`src/rtl/clkdiv_reload_pkg.sv`:
```
package clkdiv_reload_pkg;

   // strobe pair marking the two transitions of the divided clock
   typedef struct packed {
      logic rise;
      logic fall;
   } clkdiv_edge_t;

   localparam int unsigned CLKDIV_MIN_W = 2;
   localparam int unsigned CLKDIV_MAX_W = 16;

endpackage

```
`src/rtl/clkdiv_reload_count.sv`:
```
module clkdiv_reload_count #(
   parameter int unsigned CNT_W = 5
) (
   input  logic             clk_i,
   input  logic             rst_i,
   input  logic             en_i,
   input  logic [CNT_W-1:0] load_i,
   output logic             carry_o
);

   localparam int unsigned SUM_W = CNT_W + 1;

   logic [CNT_W-1:0] cnt_q;
   logic [SUM_W-1:0] sum;

   // widened sum exposes the carry without a stored flag
   assign sum     = {1'b0, cnt_q} + {{CNT_W{1'b0}}, 1'b1};
   assign carry_o = sum[SUM_W-1];

   always_ff @(posedge clk_i) begin
      if (rst_i) begin
         cnt_q <= '0;
      end else if (en_i) begin
         if (carry_o) cnt_q <= load_i;
         else         cnt_q <= sum[CNT_W-1:0];
      end
   end

endmodule

```
`src/rtl/clkdiv_reload_phase.sv`:
```
module clkdiv_reload_phase
   import clkdiv_reload_pkg::*;
(
   input  logic         clk_i,
   input  logic         rst_i,
   input  logic         en_i,
   input  logic         carry_i,
   output logic         lvl_o,
   output clkdiv_edge_t edge_o
);

   logic         lvl_q;
   clkdiv_edge_t edge_q;
   logic         flip;

   assign flip = en_i & carry_i;

   always_ff @(posedge clk_i) begin
      if (rst_i) begin
         lvl_q       <= 1'b0;
         edge_q.rise <= 1'b0;
         edge_q.fall <= 1'b0;
      end else begin
         if (flip) lvl_q <= ~lvl_q;
         edge_q.rise <= flip & ~lvl_q;
         edge_q.fall <= flip &  lvl_q;
      end
   end

   assign lvl_o  = lvl_q;
   assign edge_o = edge_q;

endmodule

```
`src/rtl/clkdiv_reload.sv`:
```
module clkdiv_reload
   import clkdiv_reload_pkg::*;
#(
   parameter int unsigned CNT_W = 5
) (
   input  logic             clk_i,
   input  logic             rst_i,
   input  logic             en_i,
   input  logic [CNT_W-1:0] div_i,
   output logic             sclk_o,
   output logic             rise_o,
   output logic             fall_o
);

   generate
      if (CNT_W < CLKDIV_MIN_W || CNT_W > CLKDIV_MAX_W) begin : g_bad_width
         $error("clkdiv_reload: CNT_W out of supported range");
      end
   endgenerate

   logic         carry;
   clkdiv_edge_t edges;

   clkdiv_reload_count #(.CNT_W(CNT_W)) u_count (
      .clk_i   (clk_i),
      .rst_i   (rst_i),
      .en_i    (en_i),
      .load_i  (div_i),
      .carry_o (carry)
   );

   clkdiv_reload_phase u_phase (
      .clk_i   (clk_i),
      .rst_i   (rst_i),
      .en_i    (en_i),
      .carry_i (carry),
      .lvl_o   (sclk_o),
      .edge_o  (edges)
   );

   assign rise_o = edges.rise;
   assign fall_o = edges.fall;

endmodule

```
`config.mk`:
```
export PLATFORM = sky130hd
export DESIGN_NAME = clkdiv_reload
export DESIGN_NICKNAME = d
export VERILOG_FILES = /design/src/rtl/clkdiv_reload_pkg.sv /design/src/rtl/clkdiv_reload_count.sv /design/src/rtl/clkdiv_reload_phase.sv /design/src/rtl/clkdiv_reload.sv
export SDC_FILE = /design/constraint.sdc
export NUM_CORES = 1
export LEC_CHECK = 0
export BUFFER_PORTS_ARGS = -buffer_cell sky130_fd_sc_hd__buf_2
export CAP_MARGIN = 5
export CELL_PAD_IN_SITES_DETAIL_PLACEMENT = 0
export CELL_PAD_IN_SITES_GLOBAL_PLACEMENT = 2
export CORE_MARGIN = 2
export CORE_UTILIZATION = 23
export CTS_BUF_LIST = sky130_fd_sc_hd__clkbuf_4 sky130_fd_sc_hd__clkbuf_8 sky130_fd_sc_hd__clkbuf_16
export DETAILED_ROUTE_END_ITERATION = 8
export PLACE_DENSITY_LB_ADDON = 0.15
export SYNTH_ARGS = -nofsm -noshare
export SYNTH_HDL_FRONTEND = slang
export SYNTH_SLANG_ARGS = --single-unit
```
`constraint.sdc`:
```
create_clock -name clk_i -period 1.1 [get_ports clk_i]
set_clock_uncertainty 0.05 [all_clocks]
set_input_delay 0.11 -clock clk_i [delete_from_list [all_inputs] [get_ports clk_i]]
set_output_delay 0.11 -clock clk_i [all_outputs]
set_load 0.02 [all_outputs]
```
# After elaboration in Yosys (flattened, before gate mapping)
# Index checks and enable logic that the tools add are counted.
[totals]
ff_bits = 8
in_bits = 8
out_inout_bits = 3
elab_cells = 10
[classes]
n_addsub = 1
mux = 1
bitwise = 4
[op_table]
columns = ["cell", "n"]
rows = [
  ["$add A5 B1 Y6 const B", 1],
  ["$mux W5", 1],
  ["$and A1 B1 Y1", 3],
  ["$not A1 Y1", 1],
]

# Longest topological paths before layout
[logic_depth]
depth_word = 3
mapped_depth = 4
ltp_nobuf = 4

# Cells and area by module
# A second synthesis with hierarchy kept.
[unflattened]
cells_unflattened = 42
hier_area_um2 = 389.1
[modules_own_cells]
columns = ["mod", "n_inst", "cells_per_inst", "area_per_inst_um2", "seq_area_each_um2"]
rows = [
  ["clkdiv_reload_count", 1, 33, 287.8, 100.1],
  ["clkdiv_reload_phase", 1, 9, 101.3, 60.1],
]

# Worst setup path before layout
# No wires, ideal clock.
[synth_path]
kind = "reg-to-reg"
startpoint = "register u_count.cnt_q[0]"
endpoint = "register u_phase.lvl_q (netlist: u_phase.lvl_o)"
setup_time_ps = 70
arrival_ps = 1023
required_ps = 980
setup_slack_ps = -43
stages_incl_launch_ff = 4
n_path_buf = 0
synth_period_minus_slack_ps = 1143
path_cell_list = "dfxtp_1 -> nand4_1 -> or3_1 -> a21oi_1"
[synth_via]
elab_chain_len = 2
[synth_lines]
columns = ["element", "line", "rtl"]
rows = [
  ["start: declaration", "clkdiv_reload_count.sv:13", "logic [CNT_W-1:0] cnt_q;"],
  ["start signal: assignment", "clkdiv_reload_count.sv:24", "if (carry_o) cnt_q <= load_i;"],
  ["start signal: assignment", "clkdiv_reload_count.sv:25", "else cnt_q <= sum[CNT_W-1:0];"],
  ["$add A5 B1 Y6", "clkdiv_reload_count.sv:17", "assign sum = {1'b0, cnt_q} + {{CNT_W{1'b0}}, 1'b1};"],
  ["$and A1 B1 Y1", "clkdiv_reload_phase.sv:16", "assign flip = en_i & carry_i;"],
  ["end signal: assignment", "clkdiv_reload_phase.sv:24", "if (flip) lvl_q <= ~lvl_q;"],
  ["end: declaration", "clkdiv_reload_phase.sv:12", "logic lvl_q;"],
]
# No other way between the ends.
# A chain may end at the register's enable or synchronous reset.

# Worst setup path in the final report
[layout_path]
startpoint = "register u_count.cnt_q[0]"
endpoint = "register u_count.cnt_q[1]"
[layout_via]
elab_chain_len = 2
[layout_lines]
columns = ["element", "line"]
rows = [
  ["$add A5 B1 Y6", "clkdiv_reload_count.sv:17"],
  ["$mux W5", "clkdiv_reload_count.sv:24"],
]
# No other way between the ends.

==> results.md <==
* Via count at ~390
* Initial Utilization at 24.50%
* Top achievable clock speed at 0.9036 GHz
* Seq cells post-synth at 8
* # rows at 14
* Hold Violations, Final at 0
* Die Ht at ~44 um
* DP HPWL at about 700 um
* Avg Cell Area, Syn at 8.788 um^2
* Clock sink count at 8
* Layout cell share with drive strength beyond 1 at between 50% and 60%
* Ys flop type: dfxtp_1
* Hold Path Class: in2reg
* Setup TNS at -11.78 ps
* Antenna violation net count after detailed routing at 0
* CTS Buffer Depth at 2
* Sequential-to-total area share from yosys stat at between 40% and 50%
* Post-synth EDFFs at 0
* RSZ-0062 raised after global routing: true
* WL/cell at around 13 um
* Die area at ~1900 um^2
* Syn_nets at 51
* Fin crit share at 100.6%
* # diodes at 0
* Post-Syn Area at about 370 um^2
* Max stage delay on crit path at roughly 380 ps
* Post-synth top cells: dfxtp_1 (8), nand2_1 (4), a311oi_1 (3)
* Post-Layout Cell Count at 76
* Area Growth Syn to Fin at 52.20%
* Slowest CP cell: dfxtp_4
* PD cells at between 1000 and 1500 nW/um^2
* H-tree depth at 1
* Failing checks: setup timing
* Measured slew at the worst slew-check pin at 224.7 ps
* Pleak at 0.2104 nW
* Final Setup Violations at 2
* Root buf cell: clkbuf_4
* First-pass GRT wire length at 1566 um
* Most common cell in the synthesized netlist: dfxtp_1
* CTS tree: yes
* First drt pass iteration count at 4
* Distinct cells, synth at 21
* Syn Inst Count at 42
* Top-area cell type share of the netlist area at 43.39%
* Slew Limit Fails at 0
* # DRC at 0
* Worst skew pair latency at between 200 and 300 ps
* Total power at 0.6129 mW
* Final hold slack at 98.99 ps
* Arr. time, crit path at between 1000 and 1500 ps
* Critical path class: reg2reg
* Synth area leader: dfxtp_1
* Final GP Congestion at between 0.8 and 0.9
* CP required at 1210 ps
* Worst-path cell chain: and4_4 -> nand3_2 -> a311oi_2
* Synthesis warning total at 0
* TritonCTS buffer count at 3
* Grt total ovfl at 0
* Max VDD drop at around 0.66 mV
* 1st-iter DRT viols at 11
* Die X at between 40 and 50 um
* Final worst-path setup slack at -6.658 ps
* Startpoint types: register
* Max cap viols at 0
* Floorplan core area at 1506 um^2
* Status: finished, violations left
* Ys async rst share at 0%
* Minimum clock period at around 1100 ps
* IO Count at 11
* Drt total wl at between 1000 and 1500 um
* Largest net degree at the start of global routing at 9
* Crit end category: register
* Largest cells by area after synthesis: dfxtp_1 (43%), a311oi_1 (7.1%), a41oi_1 (4.7%), nand2_1 (4.1%), a31oi_1 (3.4%)
* Placed Cells at 73
* CTS clock-pin slew for the worst setup and hold paths at 60 ps
* CP Max Fanout at 5
* Buffers on Ports at 10
* Via-to-Cell Ratio at 5.184
* Slew headroom at 84.86%
* Total track usage at a little under an eighth
* Nets at between 70 and 80
* Initial antenna violation count at 0
* Via count of the first global-routing pass at 372
* # hold bufs at CTS at 0
[where the power goes]
group	internal (mW)	switching, mW
logic	0.0396	0.0388
clock network	0.125	0.100
registers	0.297	0.0126
[through the flow]
| step | worst slack [ps] | instance area [um^2] | utilization (%) |
|---|---|---|---|
| 3_3_place_gp | -6.728 | 488.0 | 32.39 |
| 2_1_floorplan | 20.54 | 374.1 | - |
| 4_1_cts | -14.11 | 510.5 | 33.89 |
| 3_5_place_dp | -47.31 | 488.0 | 32.39 |
| 6_report | -6.658 | 561.8 | 37.29 |
| 5_1_grt | -93.36 | 561.8 | 37.29 |
[final cells by class]
class	count	area (um^2)
inverters	2	7.507
multi-input cells	29	230.2
well taps	16	20.02
repair buffers	18	113.9
clock buffers	3	22.52
fillers	162	944.7
flip-flops and latches	8	167.7
[placed cells by master (no fill, tap or decap)]
master,instances
buf_2,10
buf_4,7
dfxtp_1,6
nand2_1,4
clkbuf_4,3
a21oi_1,2
a31oi_1,2
nor2_1,2
nor3_1,2
a41oi_1,2
inv_1,2
a311oi_2,2
dfxtp_4,2
nand4_1,1
nor4b_2,1
nor4_2,1
o21ai_1,1
or3_1,1
and4_4,1
nand3_1,1
a211oi_1,1
mux2i_1,1
a311oi_1,1
o21ai_0,1
nand3_2,1
ha_4,1
buf_6,1
[final timing paths]
kind	to	slack, ps	start	cells past startpoint
worst max-delay path	u_count.cnt_q[1]	-7	u_count.cnt_q[0]	3
worst min-delay path	u_count.cnt_q[3]	100	div_i[3]	3
worst max register to register	u_count.cnt_q[1]	-7	u_count.cnt_q[0]	3
worst min register to register	u_phase.edge_o[1]	450	u_phase.lvl_o	1
[state kept, by name, indices dropped and copies added (netlist names)]
name,flops
u_count.cnt_q,5
u_phase.edge_o,2
u_phase.lvl_o,1
[cell families (layout without fill, tap and decap cells)]
logic type               Yosys count  after routing  synth area share [%]
flip-flops                         8              8                 43.39
multiplexers                       1              1                 2.712
AO/OA/AOI/OAI                     12             12                 22.71
adder cells (fa/ha/maj)            1              1                 3.389
buffers and inverters              5             23                 5.763
AND/OR/NAND/NOR                   15             15                 22.04
[repair_timing]
action,in CTS,in global routing
pin swaps,2,3
gates resized for setup,0,11
endpoints found under the setup margin,4,6
buffers inserted,0,0
[per-layer routing]
| layer | GRT usage, % | share of wire [%] | up-vias |
|---|---|---|---|
| li1 | - | - | 199 |
| met1 | 14.57 | 47 | 182 |
| met4 | 3.636 | 0 | 0 |
| met2 | 16.18 | 46 | 13 |
| met3 | 6.122 | 6.7 | 0 |
| met5 | 0 | 0 | - |
[critical path: cells and delay by family, from the launching register on]
| kind | cells | cell delay (ps) |
|---|---|---|
| DFF | 1 | 380 |
| and+or+nand+nor | 2 | 350 |
| AOI/OAI and AO/OA | 1 | 240 |
Note: power is estimated with default switching activity, not from simulation.
